### src/rtl/rxpol_pkg.sv
package rxpol_pkg;

    localparam int unsigned DEF_EXIT_PULSES = 5;
    localparam int unsigned DEF_LOCK_FRAMES = 2;

    typedef struct packed {
        logic stb;
        logic neg;
    } pol_evt_t;

    typedef enum logic {
        LINK_DOWN = 1'b0,
        LINK_UP   = 1'b1
    } link_st_e;

    function automatic int unsigned cnt_w(int unsigned n);
        return (n < 2) ? 1 : $clog2(n + 1);
    endfunction

    function automatic logic evt_agrees(pol_evt_t e, logic cur);
        return e.neg == cur;
    endfunction

endpackage

### src/rtl/rxpol_linkexit.sv
module rxpol_linkexit
    import rxpol_pkg::*;
#(
    parameter int unsigned EXIT_PULSES = DEF_EXIT_PULSES
) (
    input  logic     clk,
    input  logic     rst,
    input  logic     link_fail,
    input  pol_evt_t lp,
    output logic     exit_stb
);

    localparam int unsigned RW = cnt_w(EXIT_PULSES);
    localparam logic [RW-1:0] RUN_ONE  = RW'(1);
    localparam logic [RW-1:0] RUN_LAST = RW'(EXIT_PULSES);

    link_st_e      st_q;
    logic [RW-1:0] run_q;
    logic          last_q;
    logic          exit_q;

    logic          same_run;
    logic [RW-1:0] run_inc;
    logic          run_hit;
    logic          lp_seen;

    assign lp_seen  = lp.stb;
    assign same_run = (run_q != '0) && (lp.neg == last_q);
    assign run_inc  = same_run ? run_q + RUN_ONE : RUN_ONE;
    assign run_hit  = (run_inc == RUN_LAST);

    always_ff @(posedge clk) begin
        if (rst) begin
            st_q   <= LINK_DOWN;
            run_q  <= '0;
            last_q <= 1'b0;
            exit_q <= 1'b0;
        end else begin
            exit_q <= 1'b0;
            if (link_fail) begin
                st_q  <= LINK_DOWN;
                run_q <= '0;
            end else if (st_q == LINK_DOWN && lp.stb) begin
                last_q <= lp.neg;
                if (run_hit) begin
                    st_q   <= LINK_UP;
                    run_q  <= '0;
                    exit_q <= 1'b1;
                end else begin
                    run_q <= run_inc;
                end
            end
        end
    end

    assign exit_stb = exit_q;

    // an exit strobe is always caused by a pulse on the previous edge
    a_r2_exit_after_pulse: assert property (@(posedge clk) disable iff (rst)
        exit_q |-> $past(lp_seen));

    // the exit strobe lasts a single cycle
    a_r2_exit_single: assert property (@(posedge clk) disable iff (rst)
        exit_q |=> !exit_q);

    // no exit while the link is already up
    a_r4_no_exit_when_up: assert property (@(posedge clk) disable iff (rst)
        (st_q == LINK_UP && !link_fail) |=> !exit_q);

    // the run counter never reaches the exit count while stored
    a_r3_run_bounded: assert property (@(posedge clk) disable iff (rst)
        run_q < RUN_LAST);

endmodule

### src/rtl/rxpol_decide.sv
module rxpol_decide
    import rxpol_pkg::*;
#(
    parameter int unsigned LOCK_FRAMES = DEF_LOCK_FRAMES
) (
    input  logic     clk,
    input  logic     rst,
    input  logic     link_fail,
    input  logic     corr_dis,
    input  pol_evt_t lp,
    input  pol_evt_t eof,
    output logic     invert,
    output logic     locked
);

    localparam int unsigned AW = cnt_w(LOCK_FRAMES);
    localparam logic [AW-1:0] AGR_ONE  = AW'(1);
    localparam logic [AW-1:0] AGR_LOCK = AW'(LOCK_FRAMES);

    logic          inv_q, inv_d;
    logic          lock_q, lock_d;
    logic [AW-1:0] agree_q, agree_d;
    logic          eof_seen;

    assign eof_seen = eof.stb;

    always_comb begin
        inv_d   = inv_q;
        lock_d  = lock_q;
        agree_d = agree_q;
        if (corr_dis) begin
            inv_d   = 1'b0;
            lock_d  = 1'b0;
            agree_d = '0;
        end else if (link_fail) begin
            lock_d  = 1'b0;
            agree_d = '0;
        end else if (!lock_q) begin
            if (eof.stb) begin
                if (evt_agrees(eof, inv_q)) begin
                    agree_d = agree_q + AGR_ONE;
                    if (agree_d == AGR_LOCK) begin
                        lock_d = 1'b1;
                    end
                end else begin
                    inv_d   = eof.neg;
                    agree_d = AGR_ONE;
                end
            end else if (lp.stb) begin
                inv_d = lp.neg;
            end
        end
    end

    always_ff @(posedge clk) begin
        if (rst) begin
            inv_q   <= 1'b0;
            lock_q  <= 1'b0;
            agree_q <= '0;
        end else begin
            inv_q   <= inv_d;
            lock_q  <= lock_d;
            agree_q <= agree_d;
        end
    end

    assign invert = inv_q;
    assign locked = lock_q;

    // disabling correction clears both flags on the next edge
    a_r10_disable_clears: assert property (@(posedge clk) disable iff (rst)
        corr_dis |=> (!inv_q && !lock_q));

    // a held lock freezes the invert flag
    a_r7_lock_freezes: assert property (@(posedge clk) disable iff (rst)
        (lock_q && !corr_dis && !link_fail) |=> (lock_q && $stable(inv_q)));

    // link failure drops the lock and keeps the invert flag
    a_r8_fail_unlocks: assert property (@(posedge clk) disable iff (rst)
        (link_fail && !corr_dis) |=> (!lock_q && $stable(inv_q)));

    // the lock can only be taken by a frame
    a_r6_lock_from_frame: assert property (@(posedge clk) disable iff (rst)
        $rose(lock_q) |-> $past(eof_seen));

endmodule

### src/rtl/rxpol_ctrl.sv
module rxpol_ctrl
    import rxpol_pkg::*;
#(
    parameter int unsigned EXIT_PULSES = DEF_EXIT_PULSES,
    parameter int unsigned LOCK_FRAMES = DEF_LOCK_FRAMES
) (
    input  logic clk,
    input  logic rst,
    input  logic lp_stb,
    input  logic lp_neg,
    input  logic eof_stb,
    input  logic eof_neg,
    input  logic link_fail,
    input  logic corr_dis,
    output logic rx_invert,
    output logic pol_locked,
    output logic lf_exit_stb
);

    pol_evt_t lp_evt;
    pol_evt_t eof_evt;

    assign lp_evt  = '{stb: lp_stb,  neg: lp_neg};
    assign eof_evt = '{stb: eof_stb, neg: eof_neg};

    rxpol_linkexit #(
        .EXIT_PULSES(EXIT_PULSES)
    ) u_linkexit (
        .clk      (clk),
        .rst      (rst),
        .link_fail(link_fail),
        .lp       (lp_evt),
        .exit_stb (lf_exit_stb)
    );

    rxpol_decide #(
        .LOCK_FRAMES(LOCK_FRAMES)
    ) u_decide (
        .clk      (clk),
        .rst      (rst),
        .link_fail(link_fail),
        .corr_dis (corr_dis),
        .lp       (lp_evt),
        .eof      (eof_evt),
        .invert   (rx_invert),
        .locked   (pol_locked)
    );

    // out of reset the flags start clear
    a_r1_reset_clear: assert property (@(posedge clk)
        $past(rst) |-> (!rx_invert && !pol_locked && !lf_exit_stb));

endmodule

### config.mk
export PLATFORM = sky130hd
export DESIGN_NAME = rxpol_ctrl
export DESIGN_NICKNAME = d
export VERILOG_FILES = /design/src/rtl/rxpol_pkg.sv /design/src/rtl/rxpol_linkexit.sv /design/src/rtl/rxpol_decide.sv /design/src/rtl/rxpol_ctrl.sv
export SDC_FILE = /design/constraint.sdc
export NUM_CORES = 1
export LEC_CHECK = 0
export ABC_AREA = 0
export CORE_AREA = 3 3 40 42
export CTS_CLUSTER_SIZE = 40
export DETAILED_ROUTE_END_ITERATION = 7
export DIE_AREA = 0 0 43 45
export PLACE_DENSITY_LB_ADDON = 0.3
export SLEW_MARGIN = 20
export SYNTH_ARGS = -nofsm -noshare
export SYNTH_HDL_FRONTEND = slang
export SYNTH_SLANG_ARGS = --single-unit
export TNS_END_PERCENT = 100
### constraint.sdc
create_clock -name clk -period 2.1 [get_ports clk]
set_input_delay 0.63 -clock clk [delete_from_list [all_inputs] [get_ports clk]]
set_output_delay 0.63 -clock clk [all_outputs]
set_load 0.05 [all_outputs]
* Word-level counts from Yosys, hierarchy flattened
Cells that the tools add are included.
Word-level totals: register bits after elaboration 10, input port bits 8, word-level logic and storage cells 41
Cells by class: $add $sub $neg 2, eq/ne operators 5, mux-type cells 11, bitwise operators 4, reductions and logical operators 12
Operators with widths (number):
- $mux 1 | 8
- $mux 3 | 2
- $reduce_and 2->1 | 3
- $reduce_or 3->1 | 2
- $not 1->1 | 4
- $reduce_and 4->1 | 1
- $reduce_or 2->1 | 2
- $add 3x1->3 const B | 1
- $eq 3x3->1 const B | 1
- $reduce_bool 3->1 | 1
- $add 2x1->2 const B | 1
- $eq 1x1->1 | 2
- $eq 2x2->1 const B | 1
- $logic_and 1x1->1 | 2
- $mux 2 | 1
- $ne 2x2->1 const B | 1
- $reduce_bool 2->1 | 1

* Depth between registers and ports, before layout
depth after elaboration 6, gate-level depth with buffers 6

* Cells and area by module
Synthesis repeated with hierarchy kept, for this count alone.
Unflattened totals: cell total of the unflattened synthesis 60, area total of the unflattened synthesis 544.3 µm²
Modules (own cells, without submodules):
- rxpol_linkexit | times used 1, cells an instance 38, area an instance 344.1 µm²
- rxpol_decide | times used 1, cells an instance 22, area an instance 200.2 µm²

* Worst setup path before layout
Ideal clock, no wire load.
path kind register to register, from register u_linkexit.run_q[0], to register u_linkexit.run_q[2], arrival time 1379 ps, data required time 2004 ps, slack 626 ps, stages on the path, launching flop included 6, path buffers 0, cell sequence dfxtp_1 > inv_1 > ha_1 > or3b_1 > and2_4 > o41ai_2
Between the ends: cells in the longest elaborated chain, start to end 5
RTL lines:
- from (decl) | RTL line rxpol_linkexit.sv:18 | logic [RW-1:0] run_q;
- from (signal assigned) | RTL line rxpol_linkexit.sv:50 | run_q <= run_inc;
- branches (longest 2 deep; another with $add 3x1->3)
- $mux 3 (*) | RTL line rxpol_linkexit.sv:29 | assign run_inc = same_run ? run_q + RUN_ONE : RUN_ONE;
- $eq 3x3->1 | RTL line rxpol_linkexit.sv:30 | assign run_hit = (run_inc == RUN_LAST);
- $mux 3 (*) | RTL line rxpol_linkexit.sv:45 | if (run_hit) begin
Mark *: on every way between the ends. A chain may end at the register's enable or synchronous reset.

* Worst setup path after layout
from register u_linkexit.exit_q (netlist: u_linkexit.exit_stb), to output lf_exit_stb
RTL lines:
- from (decl) | RTL line rxpol_linkexit.sv:20 | logic exit_q;
- from (signal assigned) | RTL line rxpol_linkexit.sv:37 | exit_q <= 1'b0;
- from (signal assigned) | RTL line rxpol_linkexit.sv:39 | exit_q <= 1'b0;
- from (signal assigned) | RTL line rxpol_linkexit.sv:48 | exit_q <= 1'b1;
- to (decl) | RTL line rxpol_ctrl.sv:17 | output logic lf_exit_stb
No word-level cell between the ends.

==> flow_metrics.tcl <==
set metrics [dict create \
    outcome "complete, no violations" \
    slew_headroom_pct 67.4 \
    layout-drive-gt1-share_pct 12.2 \
    synth_cell_type_count 24 \
    power_density_nw_per_um2 625 \
    cp-end-kind "primary output" \
    core-area_um2 1280 \
    synth_top_area_share_pct 39.1 \
    synth_nets 71 \
    setup_tns_ps 0 \
    rsz0062_at_grt "no" \
    startpoint_type "register" \
    wl_um 912 \
    p_leak_uw 0.000258 \
    postRouteAntennaNets 0 \
    numCtsBuffers 3 \
    crit_type "reg2out" \
    crit_buf_inv 1 \
    post-route-period-util_pct 94.4 \
    critical_path.top_delay_family "buffers and inverters" \
    clock_skew_ps 1.30 \
    dp_slack_ps 90.7 \
    synth_edf_count 0 \
    dieHeight_um 45 \
    drt_iter0_markers 6 \
    dieArea_um2 1940 \
    syn2layout_area_growth_pct 29.3 \
    fin_crit_ps 1980 \
    fin_nets 86 \
    cts_setup_buffers 0 \
    worstMarginPinSlew_ps 488 \
    gp_congestion 0.706 \
    max_stage_delay_ps 790 \
    ir_drop_mv 0.424 \
    hpwl_um 725 \
    synth.avg_cell_area_um2 8.53 \
    crit_slowest_cell "clkdlybuf4s50_1" \
    num-fill-cells 133 \
    initial_core_util_pct 39.8 \
    hold_buffers 0 \
    path_cells "clkdlybuf4s50_1" \
    min_path_type "reg2reg" \
    cts.repair.resized 0 \
    grt_max_degree 7 \
    routedWlPerCell_um 10.2 \
    maxCapViolations 0 \
    grt-ovfl-total 0 \
    crit_required_ps 1470 \
    critPathArrivalTime_ps 1350 \
    hold_viol 0 \
    io_pins 11 \
    ys_ff_latch 10 \
    fmax_ghz 0.505 \
    route.detailed.drc 0 \
    synth_area_leaders "dfxtp_1, ha_1, nor2_1" \
    worstPathMaxFanout 1 \
    regArea_um2 200 \
    netlist_instances 60 \
    cts_tree "yes" \
    synth_warnings 0 \
    path_clk_slew_ps 70 \
    grt_pass1_wl_mm 1.45 \
    io_buffer_count 10 \
    cts_max_level 1 \
    synthFlopType "dfxtp_1" \
    ys_seq_area_share_pct 39.1 \
    cts_sinks 10 \
    multi_input_area_um2 293 \
    via_count 446 \
    async_flop_share_pct 0 \
    grt_pass1_vias 367 \
    clk_path_buf_depth 2 \
    syn_area_um2 512 \
    grt_usage_pct 10.3 \
    cts_root_buffer "clkbuf_4" \
    dr.pass1.iters 4 \
    insertion_delay_ps 260 \
    viasPerCell 5.01 \
    grt_antenna_before_repair 0 \
    dieWidth_um 43 \
    setup_viol 0 \
    yosysMostFrequentCell "dfxtp_1" \
    rows 13 \
    yosysTopAreaCell "dfxtp_1" \
    fin_ws_ps 118 \
    slew_violations 0 \
    yosys-top-cells-count "dfxtp_1, nor2_1, inv_1" \
    antenna-diode-count 0 \
]
stage by stage:
stage               power, uW  instances  util, %  hold slack [ps]  instance area, um2
floorplan                 224         60        -              458                 512
detailed placement        248         85     48.7              491                 626
CTS                       422         89     51.5              500                 662
global route              436         89     51.5              535                 662
finish                    414         89     51.5              495                 662
global placement          248         85     48.7              472                 626
power by group:
group	internal, uW	switching (uW)	total, uW
Sequential	193	2.58	196
Clock	105	64.7	170
Combinational	22.9	25.3	48.2
cell usage in the layout (no fill, tap or decap), drive strengths merged, types with 2 or more instances in the layout:
master	count
nand3	3
nor2b	2
a21oi	3
clkdlybuf4s50	8
dfxtp	10
inv	5
o21ai	4
a31oi	4
ha	3
nor2	8
clkbuf	4
buf	2
nor3	2
nand2	3
worst paths after layout:
path / startpoint / endpoint / cells after the start / slack [ps]
worst min register to register: u_linkexit.run_q[1] / u_linkexit.run_q[1] / 2 / 490
worst min-delay path: u_linkexit.run_q[1] / u_linkexit.run_q[1] / 2 / 490
worst max-delay path: u_linkexit.exit_stb / lf_exit_stb / 1 / 120
worst max register to register: u_linkexit.run_q[0] / u_linkexit.run_q[2] / 5 / 510
layout make-up:
class | instances | share of cell area (%)
timing repair buffer | 10 | 14.4
sequential | 10 | 30.2
clock buffer | 4 | 5.48
tap | 15 | 2.84
inverter | 5 | 2.84
multi-input combinational | 45 | 44.2
cells by family (layout without fill, tap and decap cells):
group	count (synthesis)	after routing	share of synthesized area, %
AO/OA/AOI/OAI	15	15	19.8
multiplexers	1	1	1.96
adder cells (fa/ha/maj)	3	3	7.34
XOR/XNOR	2	2	3.42
flip-flops	10	10	39.1
buffers and inverters	5	19	3.67
AND/OR/NAND/NOR	24	24	24.7
state kept, by name, indices dropped and copies added (netlist names):
signal	count
u_linkexit.run_q	3
u_decide.agree_q	2
u_decide.invert	1
u_decide.locked	1
u_linkexit.exit_stb	1
u_linkexit.last_q	1
u_linkexit.st_q	1
metal layers:
metal  vias up  global-route usage (%)  routed length (um)
met2         8                    15.0                 393
met5         -                       0                   0
li1        238                       -                   -
met3         2                    5.98                  50
met1       198                    12.7                 457
met4         0                    3.61                  11
No activity file was read; power rests on OpenSTA's default activity.
